==> config.mk <==
export PLATFORM = sky130hd
export DESIGN_NAME = card_presence_irq
export DESIGN_NICKNAME = d
export VERILOG_FILES = /design/src/rtl/cpi_pkg.sv /design/src/rtl/cpi_sync.sv /design/src/rtl/cpi_debounce.sv /design/src/rtl/cpi_fault_ctrl.sv /design/src/rtl/card_presence_irq.sv
export SDC_FILE = /design/constraint.sdc
export NUM_CORES = 1
export LEC_CHECK = 0
export ABC_AREA = 1
export BUFFER_PORTS_ARGS = -buffer_cell sky130_fd_sc_hd__buf_4
export CORE_ASPECT_RATIO = 1.75
export CORE_MARGIN = 5
export CORE_UTILIZATION = 46
export CTS_CLUSTER_DIAMETER = 50
export DETAILED_ROUTE_END_ITERATION = 10
export GPL_TIMING_DRIVEN = 0
export HOLD_SLACK_MARGIN = 0.08
export PLACE_DENSITY = 0.66
export SLEW_MARGIN = 20
export SYNTH_ARGS = -nofsm -noshare
export SYNTH_HDL_FRONTEND = slang
export SYNTH_SLANG_ARGS = --single-unit
==> constraint.sdc <==
create_clock -name clk -period 2.26 [get_ports clk]
set_clock_uncertainty 0.05 [all_clocks]
set_input_delay 0.452 -clock clk [delete_from_list [all_inputs] [get_ports clk]]
set_output_delay 0.452 -clock clk [all_outputs]
set_load 0.03 [all_outputs]
==> src/rtl/cpi_pkg.sv <==
package cpi_pkg;

  // Sources that can end a card session; any set bit is a fault.
  typedef struct packed {
    logic undervolt;
    logic overload;
    logic overtemp;
    logic card_gone;
  } fault_vec_t;

  // Map the raw contact level to "card seated" for the strapped polarity.
  function automatic logic contact_active(input logic raw, input logic active_high);
    return active_high ? raw : ~raw;
  endfunction

  // True on the last counted cycle of a debounce window of 'limit' cycles.
  function automatic logic window_full(input int unsigned count, input int unsigned limit);
    return (count + 1) == limit;
  endfunction

  // Any fault source set.
  function automatic logic any_fault(input fault_vec_t f);
    return f.undervolt | f.overload | f.overtemp | f.card_gone;
  endfunction

endpackage

==> src/rtl/cpi_sync.sv <==
module cpi_sync #(
  parameter int unsigned STAGES = 2
) (
  input  logic clk,
  input  logic rst_n,
  input  logic d,
  output logic q
);
  logic [STAGES-1:0] chain;

  generate
    for (genvar i = 0; i < STAGES; i++) begin : g_stage
      if (i == 0) begin : g_first
        always_ff @(posedge clk or negedge rst_n) begin
          if (!rst_n) chain[0] <= 1'b0;
          else        chain[0] <= d;
        end
      end else begin : g_next
        always_ff @(posedge clk or negedge rst_n) begin
          if (!rst_n) chain[i] <= 1'b0;
          else        chain[i] <= chain[i-1];
        end
      end
    end
  endgenerate

  assign q = chain[STAGES-1];
endmodule

==> src/rtl/cpi_debounce.sv <==
module cpi_debounce #(
  parameter int unsigned LIMIT = 216000,
  localparam int unsigned CNT_W = $clog2(LIMIT + 1)
) (
  input  logic clk,
  input  logic rst_n,
  input  logic present,
  output logic qualified,
  output logic restart
);
  logic [CNT_W-1:0] cnt;
  logic             last_tick;

  // Internal events exposed for the assertions.
  assign restart   = ~present;
  assign last_tick = cpi_pkg::window_full(32'(cnt), LIMIT);

  always_ff @(posedge clk or negedge rst_n) begin
    if (!rst_n) begin
      cnt       <= '0;
      qualified <= 1'b0;
    end else if (restart) begin
      cnt       <= '0;
      qualified <= 1'b0;
    end else if (!qualified) begin
      if (last_tick) qualified <= 1'b1;
      else           cnt       <= cnt + 1'b1;
    end
  end


  absent_clears_qual_chk: assert property (@(posedge clk) disable iff (!rst_n)
    !present |=> !qualified);


  qual_rise_needs_present_chk: assert property (@(posedge clk) disable iff (!rst_n)
    $rose(qualified) |-> $past(present));

endmodule

==> src/rtl/cpi_fault_ctrl.sv <==
module cpi_fault_ctrl (
  input  logic clk,
  input  logic rst_n,
  input  logic card_ok,
  input  logic session,
  input  logic uv,
  input  logic ovl,
  input  logic otp,
  input  logic seq_busy,
  output logic irq_n,
  output logic deact_req
);
  import cpi_pkg::*;

  fault_vec_t src;
  logic       fault_event;
  logic       fresh_fault;
  logic       latch_clear;
  logic       fault_lat;
  logic       irq_next;

  assign src.undervolt = uv;
  assign src.overload  = ovl;
  assign src.overtemp  = otp;
  assign src.card_gone = ~card_ok;

  assign fault_event = session & any_fault(src);
  assign fresh_fault = fault_event & ~fault_lat;
  assign latch_clear = ~session & ~seq_busy;
  assign irq_next    = card_ok & ~uv & ~fault_event & ~fault_lat;

  always_ff @(posedge clk or negedge rst_n) begin
    if (!rst_n) begin
      fault_lat <= 1'b0;
    end else if (fault_event) begin
      fault_lat <= 1'b1;
    end else if (latch_clear) begin
      fault_lat <= 1'b0;
    end
  end

  always_ff @(posedge clk or negedge rst_n) begin
    if (!rst_n) begin
      irq_n     <= 1'b0;
      deact_req <= 1'b0;
    end else begin
      irq_n     <= irq_next;
      deact_req <= fresh_fault;
    end
  end


  session_flag_drops_irq_chk: assert property (@(posedge clk) disable iff (!rst_n)
    (session && (ovl || otp)) |=> !irq_n);


  deact_single_pulse_chk: assert property (@(posedge clk) disable iff (!rst_n)
    deact_req |=> !deact_req);


  fault_held_in_session_chk: assert property (@(posedge clk) disable iff (!rst_n)
    (fault_lat && session) |=> (fault_lat && !irq_n));


  uv_drops_irq_chk: assert property (@(posedge clk) disable iff (!rst_n)
    uv |=> !irq_n);


  no_deact_when_idle_chk: assert property (@(posedge clk) disable iff (!rst_n)
    !session |=> !deact_req);

endmodule

==> src/rtl/card_presence_irq.sv <==
module card_presence_irq #(
  parameter int unsigned DEB_CYCLES  = 216000,
  parameter int unsigned SYNC_STAGES = 2
) (
  input  logic clk,
  input  logic rst_n,
  input  logic pres_raw,
  input  logic pres_hi_sel,
  input  logic sess_en_n,
  input  logic uv_flag,
  input  logic ovl_flag,
  input  logic otp_flag,
  input  logic seq_busy,
  output logic irq_n,
  output logic deact_req
);
  logic seated_raw;
  logic present_s;
  logic qualified;
  logic deb_restart;
  logic card_ok;
  logic session;

  // Polarity applied before the synchronizer so reset means "absent".
  assign seated_raw = cpi_pkg::contact_active(pres_raw, pres_hi_sel);
  assign session    = ~sess_en_n;

  cpi_sync #(.STAGES(SYNC_STAGES)) u_sync (
    .clk   (clk),
    .rst_n (rst_n),
    .d     (seated_raw),
    .q     (present_s)
  );

  cpi_debounce #(.LIMIT(DEB_CYCLES)) u_deb (
    .clk       (clk),
    .rst_n     (rst_n),
    .present   (present_s),
    .qualified (qualified),
    .restart   (deb_restart)
  );

  // Removal bypasses the debounce: card_ok falls with the synchronized contact.
  assign card_ok = present_s & qualified;

  cpi_fault_ctrl u_fault (
    .clk       (clk),
    .rst_n     (rst_n),
    .card_ok   (card_ok),
    .session   (session),
    .uv        (uv_flag),
    .ovl       (ovl_flag),
    .otp       (otp_flag),
    .seq_busy  (seq_busy),
    .irq_n     (irq_n),
    .deact_req (deact_req)
  );


  card_gone_irq_chk: assert property (@(posedge clk) disable iff (!rst_n)
    deb_restart |=> !irq_n);


  irq_high_means_card_chk: assert property (@(posedge clk) disable iff (!rst_n)
    irq_n |-> $past(card_ok));

endmodule

==> results of run 1 <==
[worst max-delay path by stage]
stage,start,end,depth (start not counted)
2_1_floorplan,u_deb.cnt[0],u_deb.cnt[0],13
3_3_place_gp,u_deb.cnt[0],u_deb.cnt[0],13
3_5_place_dp,u_deb.cnt[0],u_deb.cnt[0],13
4_1_cts,u_deb.cnt[0],u_deb.cnt[0],13
5_1_grt,u_deb.cnt[1],u_deb.cnt[13],13
6_report,u_deb.cnt[1],u_deb.cnt[16],14
[worst max-delay path, cell delays in order (launching register included)]
cell,delay (ns)
dfrtp_2,0.42
ha_4,0.16
nand2_1,0.10
nor2_4,0.16
buf_4,0.12
nand2_1,0.04
nand2_1,0.08
nand3_1,0.08
nor2_1,0.15
nand2_1,0.09
nor2_2,0.13
nand2_4,0.11
buf_4,0.17
nand3_1,0.06
nand2_1,0.07
[power groups by stage]
stage / combinational, W / sequential, W / clock (W)
2_1_floorplan: 0.0000341 / 0.000466 / 0
3_3_place_gp: 0.0000659 / 0.000467 / 0
3_5_place_dp: 0.0000666 / 0.000468 / 0
4_1_cts: 0.0000681 / 0.000459 / 0.000387
5_1_grt: 0.0000912 / 0.000466 / 0.000410
6_report: 0.0000776 / 0.000463 / 0.000386
[synth_stat cells, drive strengths merged (2+ instances only)]
| cell | instances | area share |
|---|---|---|
| dfrtp | 24 | 0.38 |
| nand2 | 91 | 0.24 |
| buf | 2 | 0.013 |
| o21bai | 2 | 0.0096 |
| xor2 | 2 | 0.011 |
| clkbuf | 3 | 0.0072 |
| nor2 | 37 | 0.10 |
| a21oi | 9 | 0.029 |
| xnor2 | 2 | 0.011 |
| inv | 20 | 0.048 |
| nand3b | 4 | 0.019 |
| nand4 | 4 | 0.016 |
| o21ai | 4 | 0.013 |
| nand3 | 25 | 0.080 |
[per-stage QoR]
stage / power (W) / utilization / area (µm²) / setup WS, ns / TNS, ns
2_1_floorplan: 0.0005005 / - / 1570 / 0.3385 / 0
3_3_place_gp: 0.0005327 / 0.5113 / 1702 / 0.05723 / 0
3_5_place_dp: 0.0005342 / 0.5113 / 1702 / 0.02876 / 0
4_1_cts: 0.0009141 / 0.5357 / 1783 / 0.01546 / 0
5_1_grt: 0.0009673 / 0.5639 / 1877 / -0.006880 / -0.01579
6_report: 0.0009267 / 0.5639 / 1877 / 0.1622 / 0
[logic make-up after synthesis]
kind of cell,synth area share
simple gates,0.4621
xor+xnor,0.02231
compound gates,0.05497
flops,0.3825
buf+inv,0.07011
fa+ha+maj,0.007967
[flip-flops by register name, summed over array words and instances (netlist names)]
| register | flops |
|---|---|
| u_deb.qualified | 1 |
| u_sync.chain | 1 |
| u_fault.fault_lat | 1 |
| u_deb.cnt | 18 |
| u_fault.deact_req | 1 |
| u_sync.q | 1 |
| u_fault.irq_n | 1 |
[timing repair]
item	CTS	global route
endpoints found under the hold margin	24	0
setup buffers	0	6
setup endpoints to repair	0	19
hold buffers	1	0
gates resized for setup	0	13
[routing by layer]
metal	vias up	global-route usage
met3	6	0.02230
met5	-	0
met2	17	0.3304
met1	701	0.1972
li1	784	-
met4	0	0.07710
[final cells by class]
cell class,instances,area share
repair buffers,17,0.07600
well taps,45,0.03000
clock inverters,1,0.01600
inverters,21,0.04200
plain buffers,5,0.02000
multi-input cells,184,0.4713
flip-flops and latches,24,0.3227
clock buffers,3,0.02200
==> flow_summary.toml, run 1 <==
[outcome]
outcome = "completed"

[critical_path]
critPathMaxFanout = 6
r2r_cells = 14
endpoint_kind = "flip-flop"
criticalPathCategory = "reg2reg"
arrival_ns = 2.21
r2r-start = "u_deb.cnt[1]"
r2r_end = "u_deb.cnt[16]"
cp-start-kind = "flip-flop"
r2r_setup_slack_ns = 0.16
cp.required_ns = 2.38

[clocking]
cts_root_buf = "clkbuf_8"
cts_tree = "yes"
clk_latency_ns = 0.27
cts_sinks = 24
clock_path_buffers = 2
cts.clk_slew.worst_paths_ns = 0.09
cts_buffers = 3
cts_max_level = 1

[sta]
max_clock_freq_ghz = 0.4767
final-setup-viol-count = 0
period_needed_ns = 2.098
slew_viol_final = 0
max-slew-margin-rel = 0.6738
fin_crit_sh = 0.9282
holdWs_ns = 0.2908
tightest_slew_ns = 0.4893
hold_viol_final = 0

[layout]
multi_input_area_um2 = 884.6
n_fill_cell = 344
fin_nets = 266
drive_above_1_share = 0.1608
layout_commonest_cell = "nand2_1"
final_cell_mix = "nand2_1 (87), nor2_1 (29), nand3_1 (25), inv_1 (20), dfrtp_1 (20)"
instances_no_fill = 300
insertedDiodeCount = 0
seq_area_um2 = 605.6
syn_to_final_growth_pct = 19.52

[yosys]
syn_inst = 234
syn_nets = 244
synthArstFlopShare = 1.000
synth_edf_count = 0
ys_ff_latch = 24
synth.avg_cell_area_um2 = 6.710
ys_seq_area_frac = 0.3825
ys.flop_type = "dfrtp_1"
synth_cell_type_count = 26
netlist_area_um2 = 1570
ys_warn_count = 0

[global_route]
grt.total_usage = 0.1808
antenna_found_initial = 0
grt_max_degree = 25
grt_overflow = 0
first_global_vias = 1460
grt_first_pass_wirelength_um = 6334

[die]
coreArea_um2 = 3328
ios = 11
dieArea_um2 = 4728
die_w_um = 54.17
row_count = 28
fp.dieH_um = 87.29
start_util = 0.4718

[detailed_routing]
drtIter0Drc = 34
drt_pass1_iterations = 4
vias = 1508
wl_met1_um = 1500
route.met3.wl_um = 62
drc = 0
wl_met2_um = 2118
dr.max_layer_used = "met4"
ant_nets = 0
viasPerCell = 5.027
wl_um = 3761
wire_per_inst_um = 12.54

[place]
placedCellCount = 289
gp_congestion = 0.8462
post-dp-hpwl_um = 2740
io_buffers = 10

[power]
p_sw_frac = 0.2265
p_seq_frac = 0.500
vdd.ir_drop.worst_v = 0.0003986
p_switching_w = 0.0002099
clkPwrFrac = 0.416
p_int_w = 0.0007168
p_per_area_nw_per_um2 = 493.8
pwr-share-comb = 0.084
leakagePower_nw = 0.8796

[hold_path]
hold_start = "pres_raw"
whs_endpoint = "u_sync.chain[0]"
hold_depth = 2
hold_class = "in2reg"

[job]
drv_cap = 0
No activity file was read; power rests on OpenSTA's default activity.
==> run 2, diff against run 1 <==
Settings changed: CORE_MARGIN 5 to 2.
==> flow_summary.toml, run 2 (synthesized netlist as in run 1, its figures left out) <==
[sta]
max-slew-margin-rel = 0.6657
period_needed_ns = 2.082
setup_tns_ns = 0
slew_viol_final = 0
fin_crit_sh = 0.9213
holdWs_ns = 0.2799
rsz0062_at_grt = "false"
max_clock_freq_ghz = 0.4803
tightest_slew_ns = 0.5014
final-setup-viol-count = 0
hold_viol_final = 0

[detailed_routing]
wire_per_inst_um = 12.41
viasPerCell = 5.007
ant_nets = 0
wl_um = 3722
vias = 1502
drtIter0Drc = 39
drt_pass1_iterations = 4
drc = 0

[clocking]
cts_sinks = 24
cts_tree = "yes"
cts.clk_slew.worst_paths_ns = 0.09
clk_latency_ns = 0.27
cts_max_level = 1
clock_path_buffers = 2
cts_buffers = 3
cts_root_buf = "clkbuf_8"

[global_route]
antenna_found_initial = 0
grt_overflow = 0
grt.total_usage = 0.2217
grt_first_pass_wirelength_um = 6258
grt_max_degree = 25
first_global_vias = 1444

[layout]
drive_above_1_share = 0.1490
final_cell_mix = "nand2_1 (86), nor2_1 (31), nand3_1 (25), dfrtp_1 (22), inv_1 (20)"
insertedDiodeCount = 0
regMostFlops = "u_deb.cnt"
fin_nets = 266
largest_reg_flops = 18
syn_to_final_growth_pct = 19.28
layout_commonest_cell = "nand2_1"
n_fill_cell = 338

[die]
fp.dieH_um = 81.29
start_util = 0.4718
die_w_um = 48.17
coreArea_um2 = 3328
row_count = 28
dieArea_um2 = 3915
ios = 11

[critical_path]
criticalPathCategory = "reg2reg"
r2r_setup_slack_ns = 0.18
critPathMaxFanout = 10
arrival_ns = 2.25
endpoint_kind = "flip-flop"
cp.required_ns = 2.43
cp-start-kind = "flip-flop"

[place]
gp_congestion = 0.8918
io_buffers = 10
post-dp-hpwl_um = 2752

[outcome]
outcome = "completed"

[hold_path]
hold_class = "in2reg"

[power]
vdd.ir_drop.worst_v = 0.0004238
leakagePower_nw = 0.8960
p_per_area_nw_per_um2 = 490.3

[job]
drv_cap = 0
[run 2: power breakdown]
| group | internal (W) | switching (W) |
|---|---|---|
| clock | 0.000237 | 0.000148 |
| combinational | 0.0000299 | 0.0000412 |
| sequential | 0.000445 | 0.0000179 |
[run 2: path summary, 6_finish.rpt]
kind	from	to	cells after the start
setup / recovery	u_deb.cnt[1]	u_deb.cnt[6]	14
hold / removal	uv_flag	u_fault.irq_n	2
setup reg to reg	u_deb.cnt[1]	u_deb.cnt[6]	14
hold reg to reg	u_sync.chain[0]	u_sync.q	0
max in group asynchronous	rst_n	u_deb.cnt[0]	2
min in group asynchronous	rst_n	u_deb.cnt[15]	2
[run 2: metrics by stage]
step / utilization / setup slack (ns) / cell area, µm² / instances / total power [W]
after floorplan: - / 0.3385 / 1570 / 234 / 0.0005005
after detailed placement: 0.5113 / 0.03755 / 1702 / 289 / 0.0005342
final: 0.5628 / 0.1779 / 1873 / 300 / 0.0009184
after CTS: 0.5357 / 0.01867 / 1783 / 294 / 0.0009143
after global placement: 0.5113 / 0.05202 / 1702 / 289 / 0.0005326
after global routing: 0.5628 / 0.02029 / 1873 / 300 / 0.0009582
[run 2: cell type report]
| class | instances | area (µm²) | area share |
|---|---|---|---|
| Multi-Input combinational cell | 184 | 895.9 | 0.4783 |
| Sequential cell | 24 | 603.1 | 0.3220 |
| Timing Repair Buffer | 17 | 130.1 | 0.06947 |
| Inverter | 21 | 78.83 | 0.04208 |
| Tap cell | 45 | 56.30 | 0.03006 |
| Clock buffer | 3 | 41.29 | 0.02204 |
| Buffer | 5 | 37.54 | 0.02004 |
| Clock inverter | 1 | 30.03 | 0.01603 |
[run 2: worst max-delay path, cell delays in order, from the launching register on]
cell	delay (ns)
dfrtp_1	0.43
ha_4	0.18
nand2_2	0.07
nor2_4	0.17
nand2_4	0.09
o21ai_2	0.15
nand2_1	0.07
nor2_1	0.10
nand2_1	0.10
nor2_2	0.16
nand2_4	0.11
nand2_8	0.09
buf_8	0.13
nand2_1	0.06
nand2_1	0.06
[run 2: what timing repair did]
item | 4_1_cts | 5_1_grt
setup buffers | 0 | 6
endpoints found under the setup margin | 0 | 12
hold buffers | 1 | 0
hold endpoints to repair | 24 | 0
gates resized for setup | 0 | 12
[run 2: layer usage]
layer | global-route usage | vias to the layer above | share of wire
met5 | 0 | - | 0
met4 | 0.07568 | 0 | 0.021
met3 | 0.02222 | 7 | 0.014
met2 | 0.3882 | 14 | 0.54
met1 | 0.2643 | 698 | 0.42
li1 | - | 783 | -
==> run 3, diff against run 2 <==
==> constraint.sdc (replaced) <==
create_clock -name clk -period 2.26 [get_ports clk]
set_clock_uncertainty 0.05 [all_clocks]
set_input_delay 0.113 -clock clk [delete_from_list [all_inputs] [get_ports clk]]
set_output_delay 0.113 -clock clk [all_outputs]
set_load 0.03 [all_outputs]
==> flow_summary.toml, run 3 (synthesized netlist as in run 1, its figures left out) <==
[die]
start_util = 0.4718
fp.dieH_um = 81.29
row_count = 28
coreArea_um2 = 3328
dieArea_um2 = 3915
ios = 11
die_w_um = 48.17

[layout]
layout_commonest_cell = "nand2_1"
fin_util = 0.5778
regMostFlops = "u_deb.cnt"
largest_reg_flops = 18
final_area_um2 = 1923
fin_nets = 271
final_cell_mix = "nand2_1 (86), nor2_1 (31), nand3_1 (25), dfrtp_1 (22), inv_1 (20)"
syn_to_final_growth_pct = 22.47
drive_above_1_share = 0.1462
insertedDiodeCount = 0

[detailed_routing]
drc = 0
wl_um = 3801
drtIter0Drc = 38
ant_nets = 0
viasPerCell = 4.993
wire_per_inst_um = 12.46
drt_pass1_iterations = 4
vias = 1523

[critical_path]
crit_path_frequent_cell = "nand2_1"
max_stage_delay_ns = 0.43
arrival_ns = 2.24
endpoint_kind = "flip-flop"
cp-startpoint = "u_deb.cnt[1]"
critPathMaxFanout = 10
criticalPathCategory = "reg2reg"
r2r-start = "u_deb.cnt[1]"
cp-start-kind = "flip-flop"
crit_slowest_cell = "dfrtp_1"
cp.required_ns = 2.42
crit_chain = "ha_4, nand2_2, nor2_4, nand2_4, o21ai_2, nand2_1, nor2_1, nand2_1, nor2_2, nand2_4, nand2_8, buf_8, nand2_1, nand2_1"

[place]
io_buffers = 10
gp_congestion = 0.8918
placed_cell_area_um2 = 1702
post-dp-hpwl_um = 2752

[clocking]
cts_root_buf = "clkbuf_8"
cts_buffers = 3
cts_sinks = 24
clock_path_buffers = 2
cts_tree = "yes"
cts_max_level = 1
cts.clk_slew.worst_paths_ns = 0.09
clk_latency_ns = 0.27

[sta]
hold_viol_final = 0
slew_viol_final = 0
max_clock_freq_ghz = 0.4811
max-slew-margin-rel = 0.6656
fin_crit_sh = 0.9197
setup_tns_ns = 0
final-setup-viol-count = 0
period_needed_ns = 2.079
rsz0062_at_grt = "false"
tightest_slew_ns = 0.5017

[global_route]
grt.total_usage = 0.2263
antenna_found_initial = 0
grt_max_degree = 25
first_global_vias = 1481
grt_overflow = 0
grt_first_pass_wirelength_um = 6389

[power]
p_per_area_nw_per_um2 = 482.4
leakagePower_nw = 0.9164
vdd.ir_drop.worst_v = 0.0004250
power.total_w = 0.0009277

[job]
drv_cap = 0

[hold_path]
hold_class = "in2reg"
hold_start = "ovl_flag"

[outcome]
outcome = "completed"
run 3: changes by cell type in the layout (fill, tap and decap cells not counted):
cell / delta
dlygate4sd3_1: +5
run 3: final cells by class:
cell class              count  area [µm²]
fillers                   341        1405
repair buffers             22       180.2
clock inverters             1       30.03
plain buffers               5       37.54
well taps                  45       56.30
flip-flops and latches     24       603.1
inverters                  21       78.83
multi-input cells         184       895.9
clock buffers               3       41.29
run 3: power breakdown:
part           switching, W  internal, W  leakage [nW]
Combinational     0.0000432    0.0000376         0.559
Sequential        0.0000181     0.000445         0.322
Clock              0.000147     0.000237        0.0357
run 3: critical path, delay by kind of cell, from the launching register on:
kind / cells / cell delay [ns]
adders and majority gates: 1 / 0.18
buffers and inverters: 1 / 0.13
DFF: 1 / 0.43
and+or+nand+nor: 11 / 1.08
AOI/OAI and AO/OA: 1 / 0.15
run 3: metrics by stage:
step | setup slack, ns | std cells | hold slack, ns
floorplan | 0.3385 | 234 | -0.2326
global placement | 0.05202 | 289 | -0.01638
detailed placement | 0.03755 | 289 | -0.01456
CTS | 0.01867 | 299 | 0.1616
global route | 0.01983 | 305 | 0.1822
finish | 0.1815 | 305 | 0.1615
run 3: routing by layer:
layer  GRT usage  vias to the layer above  share of wire
li1            -                      793              -
met1      0.2671                      707           0.41
met2      0.4000                       17           0.55
met3     0.02222                        6          0.017
met4     0.07568                        0          0.020
met5           0                        -              0
run 3: what timing repair did:
action / 4_1_cts / 5_1_grt
hold endpoints to repair: 28 / 0
gates resized for setup: 0 / 12
setup endpoints to repair: 0 / 12
setup buffers: 0 / 6
hold buffers: 6 / 0
run 3: final timing paths:
path                                     endpoint  slack, ns  cells after the start
worst max-delay path                 u_deb.cnt[6]       0.18                     14
worst min-delay path            u_fault.deact_req       0.16                      5
worst max register to register       u_deb.cnt[6]       0.18                     14
worst min register to register           u_sync.q       0.31                      0
max in group asynchronous            u_deb.cnt[0]       1.68                      2
min in group asynchronous           u_deb.cnt[15]       0.22                      2
